### src/rtl/log_pkg.sv
package log_pkg;

  // Number of pipelined micro-rotations for a given count of distinct shifts
  function automatic int num_stages(input int iter);
    return iter + ((iter >= 4) ? 1 : 0) + ((iter >= 13) ? 1 : 0) + ((iter >= 40) ? 1 : 0);
  endfunction

  // Shift amount used by stage s; shifts 4, 13 and 40 are applied twice
  function automatic int shift_at(input int s);
    int i;
    bit again;
    i = 1;
    again = 1'b0;
    for (int k = 0; k < s; k++) begin
      if ((i == 4 || i == 13 || i == 40) && !again) again = 1'b1;
      else begin
        again = 1'b0;
        i++;
      end
    end
    return i;
  endfunction

  // atanh(2^-i) scaled by 2^frac, from the odd power series at 2^-60 precision
  function automatic logic [63:0] atanh_fix(input int i, input int frac);
    logic [63:0] acc;
    acc = '0;
    for (int k = 1; k < 64; k += 2)
      if (k * i <= 60) acc += (64'd1 << (60 - k * i)) / 64'(k);
    return (acc + (64'd1 << (59 - frac))) >> (60 - frac);
  endfunction

  // ln(2) = sum 1/(k*2^k), scaled by 2^frac
  function automatic logic [63:0] ln2_fix(input int frac);
    logic [63:0] acc;
    acc = '0;
    for (int k = 1; k <= 60; k++)
      acc += (64'd1 << (60 - k)) / 64'(k);
    return (acc + (64'd1 << (59 - frac))) >> (60 - frac);
  endfunction

endpackage

### src/rtl/hcl_norm.sv
module hcl_norm #(
  parameter int IN_W = 16,
  parameter int FRAC = 20,
  parameter int EW   = 5
) (
  input  logic            clk,
  input  logic            rst,
  input  logic            v_i,
  input  logic [IN_W-1:0] d_i,
  output logic            v_o,
  output logic            zero_o,
  output logic [EW-1:0]   e_o,
  output logic [FRAC:0]   w_o
);
  localparam int TW = FRAC + 1;

  logic [EW-1:0] e_c;
  logic [TW-1:0] w_c;

  // Leading-one search: exponent = msb position + 1
  always_comb begin
    e_c = '0;
    for (int b = 0; b < IN_W; b++)
      if (d_i[b]) e_c = EW'(b + 1);
    w_c = TW'(d_i) << (FRAC - int'(e_c));
  end

  always_ff @(posedge clk) begin
    if (rst) v_o <= 1'b0;
    else     v_o <= v_i;
    if (v_i) begin
      zero_o <= (d_i == '0);
      e_o    <= e_c;
      w_o    <= w_c;
    end
  end
endmodule

### src/rtl/hcl_stage.sv
module hcl_stage #(
  parameter int          DW  = 23,
  parameter int          ZW  = 22,
  parameter int          EW  = 5,
  parameter int          SH  = 1,
  parameter logic [ZW-1:0] ANG = '0
) (
  input  logic                 clk,
  input  logic                 rst,
  input  logic                 v_i,
  input  logic                 zero_i,
  input  logic [EW-1:0]        e_i,
  input  logic signed [DW-1:0] x_i,
  input  logic signed [DW-1:0] y_i,
  input  logic signed [ZW-1:0] z_i,
  output logic                 v_o,
  output logic                 zero_o,
  output logic [EW-1:0]        e_o,
  output logic signed [DW-1:0] x_o,
  output logic signed [DW-1:0] y_o,
  output logic signed [ZW-1:0] z_o
);
  logic signed [DW-1:0] xn, yn;
  logic signed [ZW-1:0] zn;

  // x stays positive, so direction depends only on the sign of y
  always_comb begin
    if (y_i[DW-1]) begin
      xn = x_i + (y_i >>> SH);
      yn = y_i + (x_i >>> SH);
      zn = z_i - $signed(ANG);
    end else begin
      xn = x_i - (y_i >>> SH);
      yn = y_i - (x_i >>> SH);
      zn = z_i + $signed(ANG);
    end
  end

  always_ff @(posedge clk) begin
    if (rst) v_o <= 1'b0;
    else     v_o <= v_i;
    if (v_i) begin
      zero_o <= zero_i;
      e_o    <= e_i;
      x_o    <= xn;
      y_o    <= yn;
      z_o    <= zn;
    end
  end
endmodule

### src/rtl/hcordic_ln.sv
module hcordic_ln #(
  parameter int IN_W = 16,
  parameter int FRAC = 20,
  parameter int ITER = 16,
  parameter int OUT_W = FRAC + $clog2(IN_W) + 2
) (
  input  logic                    clk,
  input  logic                    rst,
  input  logic                    in_valid,
  input  logic [IN_W-1:0]         in_data,
  output logic                    out_valid,
  output logic signed [OUT_W-1:0] out_ln,
  output logic                    out_invalid
);
  import log_pkg::*;

  localparam int N_ST = num_stages(ITER);
  localparam int LAT  = N_ST + 1;
  localparam int EW   = $clog2(IN_W + 1);
  localparam int DW   = FRAC + 3;
  localparam int ZW   = FRAC + 2;
  localparam logic signed [OUT_W-1:0] LN2_C  = OUT_W'(ln2_fix(FRAC));
  localparam logic signed [OUT_W-1:0] MIN_C  = {1'b1, {(OUT_W-1){1'b0}}};
  localparam logic signed [DW-1:0]    ONE_C  = DW'(64'd1 << FRAC);

  logic                 n_v, n_zero;
  logic [EW-1:0]        n_e;
  logic [FRAC:0]        n_w;

  hcl_norm #(.IN_W(IN_W), .FRAC(FRAC), .EW(EW)) u_norm (
    .clk(clk), .rst(rst), .v_i(in_valid), .d_i(in_data),
    .v_o(n_v), .zero_o(n_zero), .e_o(n_e), .w_o(n_w)
  );

  logic                 sv [0:N_ST];
  logic                 sz [0:N_ST];
  logic [EW-1:0]        se [0:N_ST];
  logic signed [DW-1:0] sx [0:N_ST];
  logic signed [DW-1:0] sy [0:N_ST];
  logic signed [ZW-1:0] szz[0:N_ST];

  assign sv[0]  = n_v;
  assign sz[0]  = n_zero;
  assign se[0]  = n_e;
  assign sx[0]  = $signed(DW'(n_w)) + ONE_C;
  assign sy[0]  = $signed(DW'(n_w)) - ONE_C;
  assign szz[0] = '0;

  for (genvar s = 0; s < N_ST; s++) begin : g_rot
    localparam int SH_S = shift_at(s);
    hcl_stage #(
      .DW(DW), .ZW(ZW), .EW(EW), .SH(SH_S),
      .ANG(ZW'(atanh_fix(SH_S, FRAC)))
    ) u_rot (
      .clk(clk), .rst(rst),
      .v_i(sv[s]), .zero_i(sz[s]), .e_i(se[s]),
      .x_i(sx[s]), .y_i(sy[s]), .z_i(szz[s]),
      .v_o(sv[s+1]), .zero_o(sz[s+1]), .e_o(se[s+1]),
      .x_o(sx[s+1]), .y_o(sy[s+1]), .z_o(szz[s+1])
    );
  end

  logic signed [OUT_W-1:0] sum_c;
  always_comb begin
    sum_c = OUT_W'(szz[N_ST]) * 2 + $signed(OUT_W'(se[N_ST])) * LN2_C;
  end

  always_ff @(posedge clk) begin
    if (rst) begin
      out_valid   <= 1'b0;
      out_invalid <= 1'b0;
      out_ln      <= '0;
    end else begin
      out_valid   <= sv[N_ST];
      out_invalid <= sv[N_ST] & sz[N_ST];
      if (sv[N_ST]) out_ln <= sz[N_ST] ? MIN_C : sum_c;
    end
  end
endmodule

### config.mk
export PLATFORM = sky130hd
export DESIGN_NAME = hcordic_ln
export DESIGN_NICKNAME = d
export VERILOG_FILES = /design/src/rtl/log_pkg.sv /design/src/rtl/hcl_norm.sv /design/src/rtl/hcl_stage.sv /design/src/rtl/hcordic_ln.sv
export SDC_FILE = /design/constraint.sdc
export NUM_CORES = 2
export LEC_CHECK = 0
export BUFFER_PORTS_ARGS = -buffer_cell sky130_fd_sc_hd__buf_4
export CAP_MARGIN = 25
export CORE_AREA = 10 10 340 588
export DETAILED_ROUTE_END_ITERATION = 7
export DIE_AREA = 0 0 350 598
export GPL_TIMING_DRIVEN = 0
export PLACE_DENSITY = 0.7
export RECOVER_POWER = 100
export SLEW_MARGIN = 5
export SYNTH_ARGS = -nofsm -noshare
export SYNTH_HDL_FRONTEND = slang
export SYNTH_SLANG_ARGS = --single-unit
export TNS_END_PERCENT = 50
### constraint.sdc
create_clock -name clk -period 6.45 [get_ports clk]
set_clock_uncertainty 0.1 [all_clocks]
set_input_delay 1.29 -clock clk [delete_from_list [all_inputs] [get_ports clk]]
set_output_delay 1.29 -clock clk [all_outputs]
set_load 0.01 [all_outputs]
# Yosys cells after proc, flatten, opt, wreduce, memory -nomap -nowiden
# Index checks and enable logic that the tools add are counted.
# word_totals
wordCells,288
register_bits,1337
# classes
n_mul,1
mux,68
bitwise_logic,1
reduce_logical,1
add_sub_neg,104
shift,1
# ops
op,count
$mux W23,33
$mux W22,18
$add A23 B10 Y23,4
$add A23 B19 Y23,4
$sub A23 B10 Y23,4
$sub A23 B19 Y23,4
$add A23 B21 Y23,3
$sub A23 B21 Y23,3
$add A23 B11 Y23,2
$add A23 B12 Y23,2
$add A23 B13 Y23,2
$add A23 B14 Y23,2
$add A23 B15 Y23,2
$add A23 B16 Y23,2
$add A23 B17 Y23,2
$add A23 B18 Y23,2
$add A23 B20 Y23,2
$add A23 B9 Y23,2
$sub A23 B11 Y23,2
$sub A23 B12 Y23,2
$sub A23 B13 Y23,2
$sub A23 B14 Y23,2
$sub A23 B15 Y23,2
$sub A23 B16 Y23,2
other kinds (52),71

# Logic depth before layout (Yosys ltp)
# depth
word_depth,18
ltp_mapped,24
depth_no_buf,24

# Modules after synthesis
# Synthesis repeated with hierarchy kept, for this count alone.
# hier_totals
hier_cells,11186
area_unflattened_um2,111972.4
# by_module_without_submodules
module,seq_area_each_um2,cells_per_inst,area_each_um2,instances
hcl_stage at g_rot[3].u_rot ...,2242.2,648,6378.6,2
hcl_stage at g_rot[13].u_rot ...,2242.2,530,5534.1,2
hcl_stage at g_rot[2].u_rot,2242.2,717,6789.0,1
hcl_stage at g_rot[0].u_rot,2242.2,704,6696.4,1
hcl_stage at g_rot[5].u_rot,2242.2,658,6349.8,1
hcl_stage at g_rot[1].u_rot,2242.2,629,6273.5,1
hcl_stage at g_rot[6].u_rot,2242.2,615,6132.1,1
hcl_stage at g_rot[10].u_rot,2242.2,591,5895.7,1
hcl_stage at g_rot[11].u_rot,2242.2,566,5754.3,1
hcl_stage at g_rot[12].u_rot,2242.2,558,5735.5,1
hcl_stage at g_rot[16].u_rot,2242.2,559,5735.5,1
hcl_stage at g_rot[17].u_rot,2242.2,541,5604.1,1
hcl_stage at g_rot[7].u_rot,2242.2,534,5592.9,1
hcl_stage at g_rot[9].u_rot,2242.2,532,5525.3,1
4 more rows,-,-,-,-

# Least setup slack after synthesis
# No wires, ideal clock.
# synth_timing
kind,reg2reg
start,register g_rot[17].u_rot.e_o[3]
end,register out_ln[25]
path_buffers,0
t_required_ns,6.264
stages_incl_launch_ff,23
path_slack_ns,1.555
arrival_time_ns,4.709
period_less_slack_ns,4.895
setup_time_ns,0.086
cell_sequence,edfxtp_1 > fa_1 > ha_1 > fa_1 > ha_1 > inv_1 > o21bai_1 > a21oi_1 > o21bai_1 > a211oi_1 > nor2_1 > o21ai_0 > a21oi_1 > xor2_1 > ha_1 > nand2_1 > o21ai_0 > a211oi_1 > o21bai_1 > a21oi_1 > o21ai_1 > xnor2_1 > a211oi_1
# synth_via
elab_chain_cells,3
# synth_lines
item,line_no,text
"start, declared",hcl_stage.sv:18,"output logic [EW-1:0] e_o,"
"start signal, assigned",hcl_stage.sv:44,e_o <= e_i;
$mul A5 B20 Y25,hcordic_ln.sv:65,sum_c = OUT_W'(szz[N_ST]) * 2 + $signed(OUT_W'(se[N_ST])) * LN2_C;
$add A23 B26 Y26,hcordic_ln.sv:65,
$mux W26,hcordic_ln.sv:76,if (sv[N_ST]) out_ln <= sz[N_ST] ? MIN_C : sum_c;
"end signal, assigned",hcordic_ln.sv:76,
"end, declared",hcordic_ln.sv:12,"output logic signed [OUT_W-1:0] out_ln,"
# No other way between the ends.
# A chain may end at the register's enable or synchronous reset.

# Worst setup path in the final report
# layout_timing
start,register g_rot[0].u_rot.y_o[22]
end,register g_rot[1].u_rot.y_o[22] (data pin)
# layout_via
elab_chain_cells,2
# layout_lines
item,line_no,text
"start, declared",hcl_stage.sv:20,"output logic signed [DW-1:0] y_o,"
"start signal, assigned",hcl_stage.sv:46,y_o <= yn;
$sub A23 B21 Y23 or $add A23 B21 Y23 (tied branches),"hcl_stage.sv:34, hcl_stage.sv:30",
$mux W23 *,hcl_stage.sv:28,if (y_i[DW-1]) begin
named net g_rot[1].u_rot.yn[22],hcl_stage.sv:23,"logic signed [DW-1:0] xn, yn;"
"end signal, assigned",hcl_stage.sv:46,
"end, declared",hcl_stage.sv:20,
# The timed path passes the listed nets; every way through them passes the cells marked *.

==> results.yml <==
run_status:
  status: "finished, violations left"
  violations: "capacitance limit, slew limit"
yosys:
  postSynth.asyncResetShare: 0
  ys_seq_area_frac: 0.4150
  ys_ff_latch: 1189
  synth.largest_area_cell: "edfxtp_1"
  synth_nets: 9270
  synthesis.area_mm2: 0.08490
  yosys_warnings: 0
  synthTopCellsByArea: "edfxtp_1, ha_1, xnor2_1"
  yosysUniqueCellTypes: 95
  synth_top_area_share: 0.4039
  synthCells: 8232
  syn_area_per_cell_um2: 10.31
  synth_edf_count: 1142
  synth_top_flop_cell: "edfxtp_1"
placed_design:
  post-place-ws_ns: 0.6497
  gp_congestion: 1.011
  place_hpwl_mm: 183.8
  dp.cells: 10770
  io_buffers: 44
worst_setup_path:
  rrSetupSlack_ns: 0.30
  start_kind: "flip-flop"
  r2r-start: "g_rot[0].u_rot.y_o[22]"
  crit_fanout: 10
  r2r_cells: 16
  crit_type: "flip-flop to flip-flop"
  reg2reg_to: "g_rot[1].u_rot.y_o[22]"
  critPathCaptureType: "flip-flop"
  required_ns: 6.79
  cp.arrival_ns: 6.49
hold_path:
  worstHoldPathCells: 0
  hp-start: "g_rot[7].u_rot.z_o[6]"
  holdPathEnd: "g_rot[8].u_rot.z_o[6]"
  hold_path_class: "flip-flop to flip-flop"
sta:
  slew_violations: 1014
  worst-slew-pin-transition_ns: 3.732
  period_minus_slack_ns: 6.145
  setup_slack_ns: 0.3046
  tns_ns: 0
  fmax_ghz: 0.1627
  setup_viol: 0
  period_share: 0.9528
  rsz0062_at_grt: "false"
  finalHoldViolations: 0
  relSlewSlack: -1.488
layout:
  stdcell_count: 10990
  layout_common_cells: "edfxtp_1, ha_1, a21oi_1"
  drive_above_1_share: 0.03811
  fillers: 17000
  layout.nets: 9466
  area_growth_pct: 8.781
  layout.cells.most_common: "edfxtp_1"
route:
  drcViolationCount: 0
  first_pass_iters: 7
  vias_per_cell: 5.698
  wl_per_cell_um: 20.56
  postRouteAntennaNets: 0
  wirelength_mm: 226.0
  vias: 62640
  drt_iter0_drc: 2755
clock_tree:
  cts_sinks: 1189
  cts_tree: "yes"
  clk_path_buf_depth: 3
  root_buffer: "clkbuf_16"
  cts_buffers: 116
  clock_latency_ns: 0.78
  cts_setup_buffers: 0
  holdBufCountCts: 0
  cts_resized: 0
  htree_levels: 3
  cts.clk_slew.worst_paths_ns: 0.07
power:
  ir_drop_mv: 0.3148
  power_density_mw_per_mm2: 202.5
  power_leakage_nw: 36.13
global_route:
  grt_pass1_wl_mm: 344.0
  antenna_found_initial: 6
  overflow: 0
  grt_pass1_vias: 65300
  grtUsageTotal: 0.2108
  grt_max_degree: 70
die:
  die_width_um: 350
  design.core.area_mm2: 0.1902
  die_h_um: 598
  ioPinCount: 47
  placementRows: 212
  dieArea_mm2: 0.2093
  initial_core_util: 0.4464
job:
  cap_violations: 18
kinds of logic (layout without fill, tap and decap cells):
| kind of cell | count (synthesis) | count (layout) | synth area share |
|---|---|---|---|
| adder cells (fa/ha/maj) | 1019 | 1019 | 0.1548 |
| flip-flops | 1189 | 1189 | 0.4150 |
| AND/OR/NAND/NOR | 2142 | 2142 | 0.1182 |
| buffers and inverters | 507 | 803 | 0.02262 |
| multiplexers | 83 | 83 | 0.01086 |
| AO/OA/AOI/OAI | 2118 | 2118 | 0.1571 |
| other | 0 | 4 | 0 |
| XOR/XNOR | 1174 | 1174 | 0.1214 |
area by class of cell:
| cell class | count | area, um2 | share of cell area |
|---|---|---|---|
| buffer | 106 | 406.6 | 0.004403 |
| inverter | 401 | 1505 | 0.01630 |
| sequential | 1189 | 35230 | 0.3815 |
| clock buffer | 132 | 2983 | 0.03230 |
| clock inverter | 86 | 1080 | 0.01169 |
| multi-input combinational | 6536 | 47670 | 0.5162 |
| tap | 2461 | 3079 | 0.03334 |
| timing repair buffer | 78 | 385.4 | 0.004173 |
| antenna | 4 | 10.01 | 0.0001084 |
sequential cells by signal, indices dropped and copies added (netlist names):
register	count
g_rot.u_rot.e_o	90
u_norm.zero_o	1
out_ln	26
u_norm.e_o	5
g_rot.u_rot.v_o	18
g_rot.u_rot.zero_o	18
g_rot.u_rot.x_o	280
u_norm.w_o	21
u_norm.v_o	1
g_rot.u_rot.z_o	358
out_invalid	1
out_valid	1
g_rot.u_rot.y_o	369
power by group:
part	total, mW	internal (mW)	switching [mW]
sequential	8.88	8.69	0.190
clock	7.24	4.06	3.18
combinational	2.59	1.08	1.50
metal layers:
layer  up-vias  part of all wire  global-route usage
met5         -                 0                   0
met4         0              0.13              0.2233
met3       970             0.030             0.03045
met2      1442              0.57              0.4392
met1     29700              0.27              0.1434
li1      30530                 -                   -
worst max path at each step:
stage	from	to
2_1_floorplan	g_rot[17].u_rot.e_o[3]	out_ln[25]
3_3_place_gp	g_rot[4].u_rot.y_o[22]	g_rot[5].u_rot.x_o[21]
3_5_place_dp	g_rot[8].u_rot.y_o[22]	g_rot[9].u_rot.y_o[22]
4_1_cts	g_rot[8].u_rot.y_o[22]	g_rot[9].u_rot.y_o[22]
5_1_grt	g_rot[17].u_rot.e_o[2]	out_ln[25]
6_report	g_rot[0].u_rot.y_o[22]	g_rot[1].u_rot.y_o[22]
worst max-delay path, cell delays in order (launching register included):
cell and delay [ns]:
edfxtp_1 0.90, clkbuf_1 0.39, clkbuf_1 0.45, nor2_1 0.11, xor2_1 0.17, ha_1 0.32
a21o_1 0.19, a21oi_1 0.25, o21ai_0 0.13, and3_1 0.20, o41ai_1 0.56, a2bb2oi_1 0.33
a31oi_1 0.30, a211o_1 0.36, a21oi_1 0.20, xnor2_1 0.26, clkbuf_1 0.57
synth_stat cells, types with 47 or more instances:
library cell  count
a31oi_1          68
dfxtp_1          47
o21ai_0         314
a211oi_1         53
nand3_1         101
xnor2_1         675
nor2_1          682
and3_1           52
a21o_1          266
nor3_1          241
nand2_1         547
clkbuf_1         89
nor4_1           54
edfxtp_1       1142
mux2_2           48
nand2b_1        113
o21a_1           75
ha_1            967
inv_1           397
a21oi_1         804
o21bai_1        136
fa_1             52
xor2_1          497
nor2b_1         150
per-stage QoR:
step           total power, mW  hold WS, ns  instance area, um2    util
6_report                 18.70       0.3017               92350  0.4856
5_1_grt                  19.46       0.3140               92350  0.4856
4_1_cts                  18.86       0.3112               92970  0.4888
3_5_place_dp             11.60       0.3045               88910  0.4675
3_3_place_gp             11.57       0.3017               88300  0.4643
2_1_floorplan            10.93       0.3003               84900       -
Power figures use the tool's default switching activity.
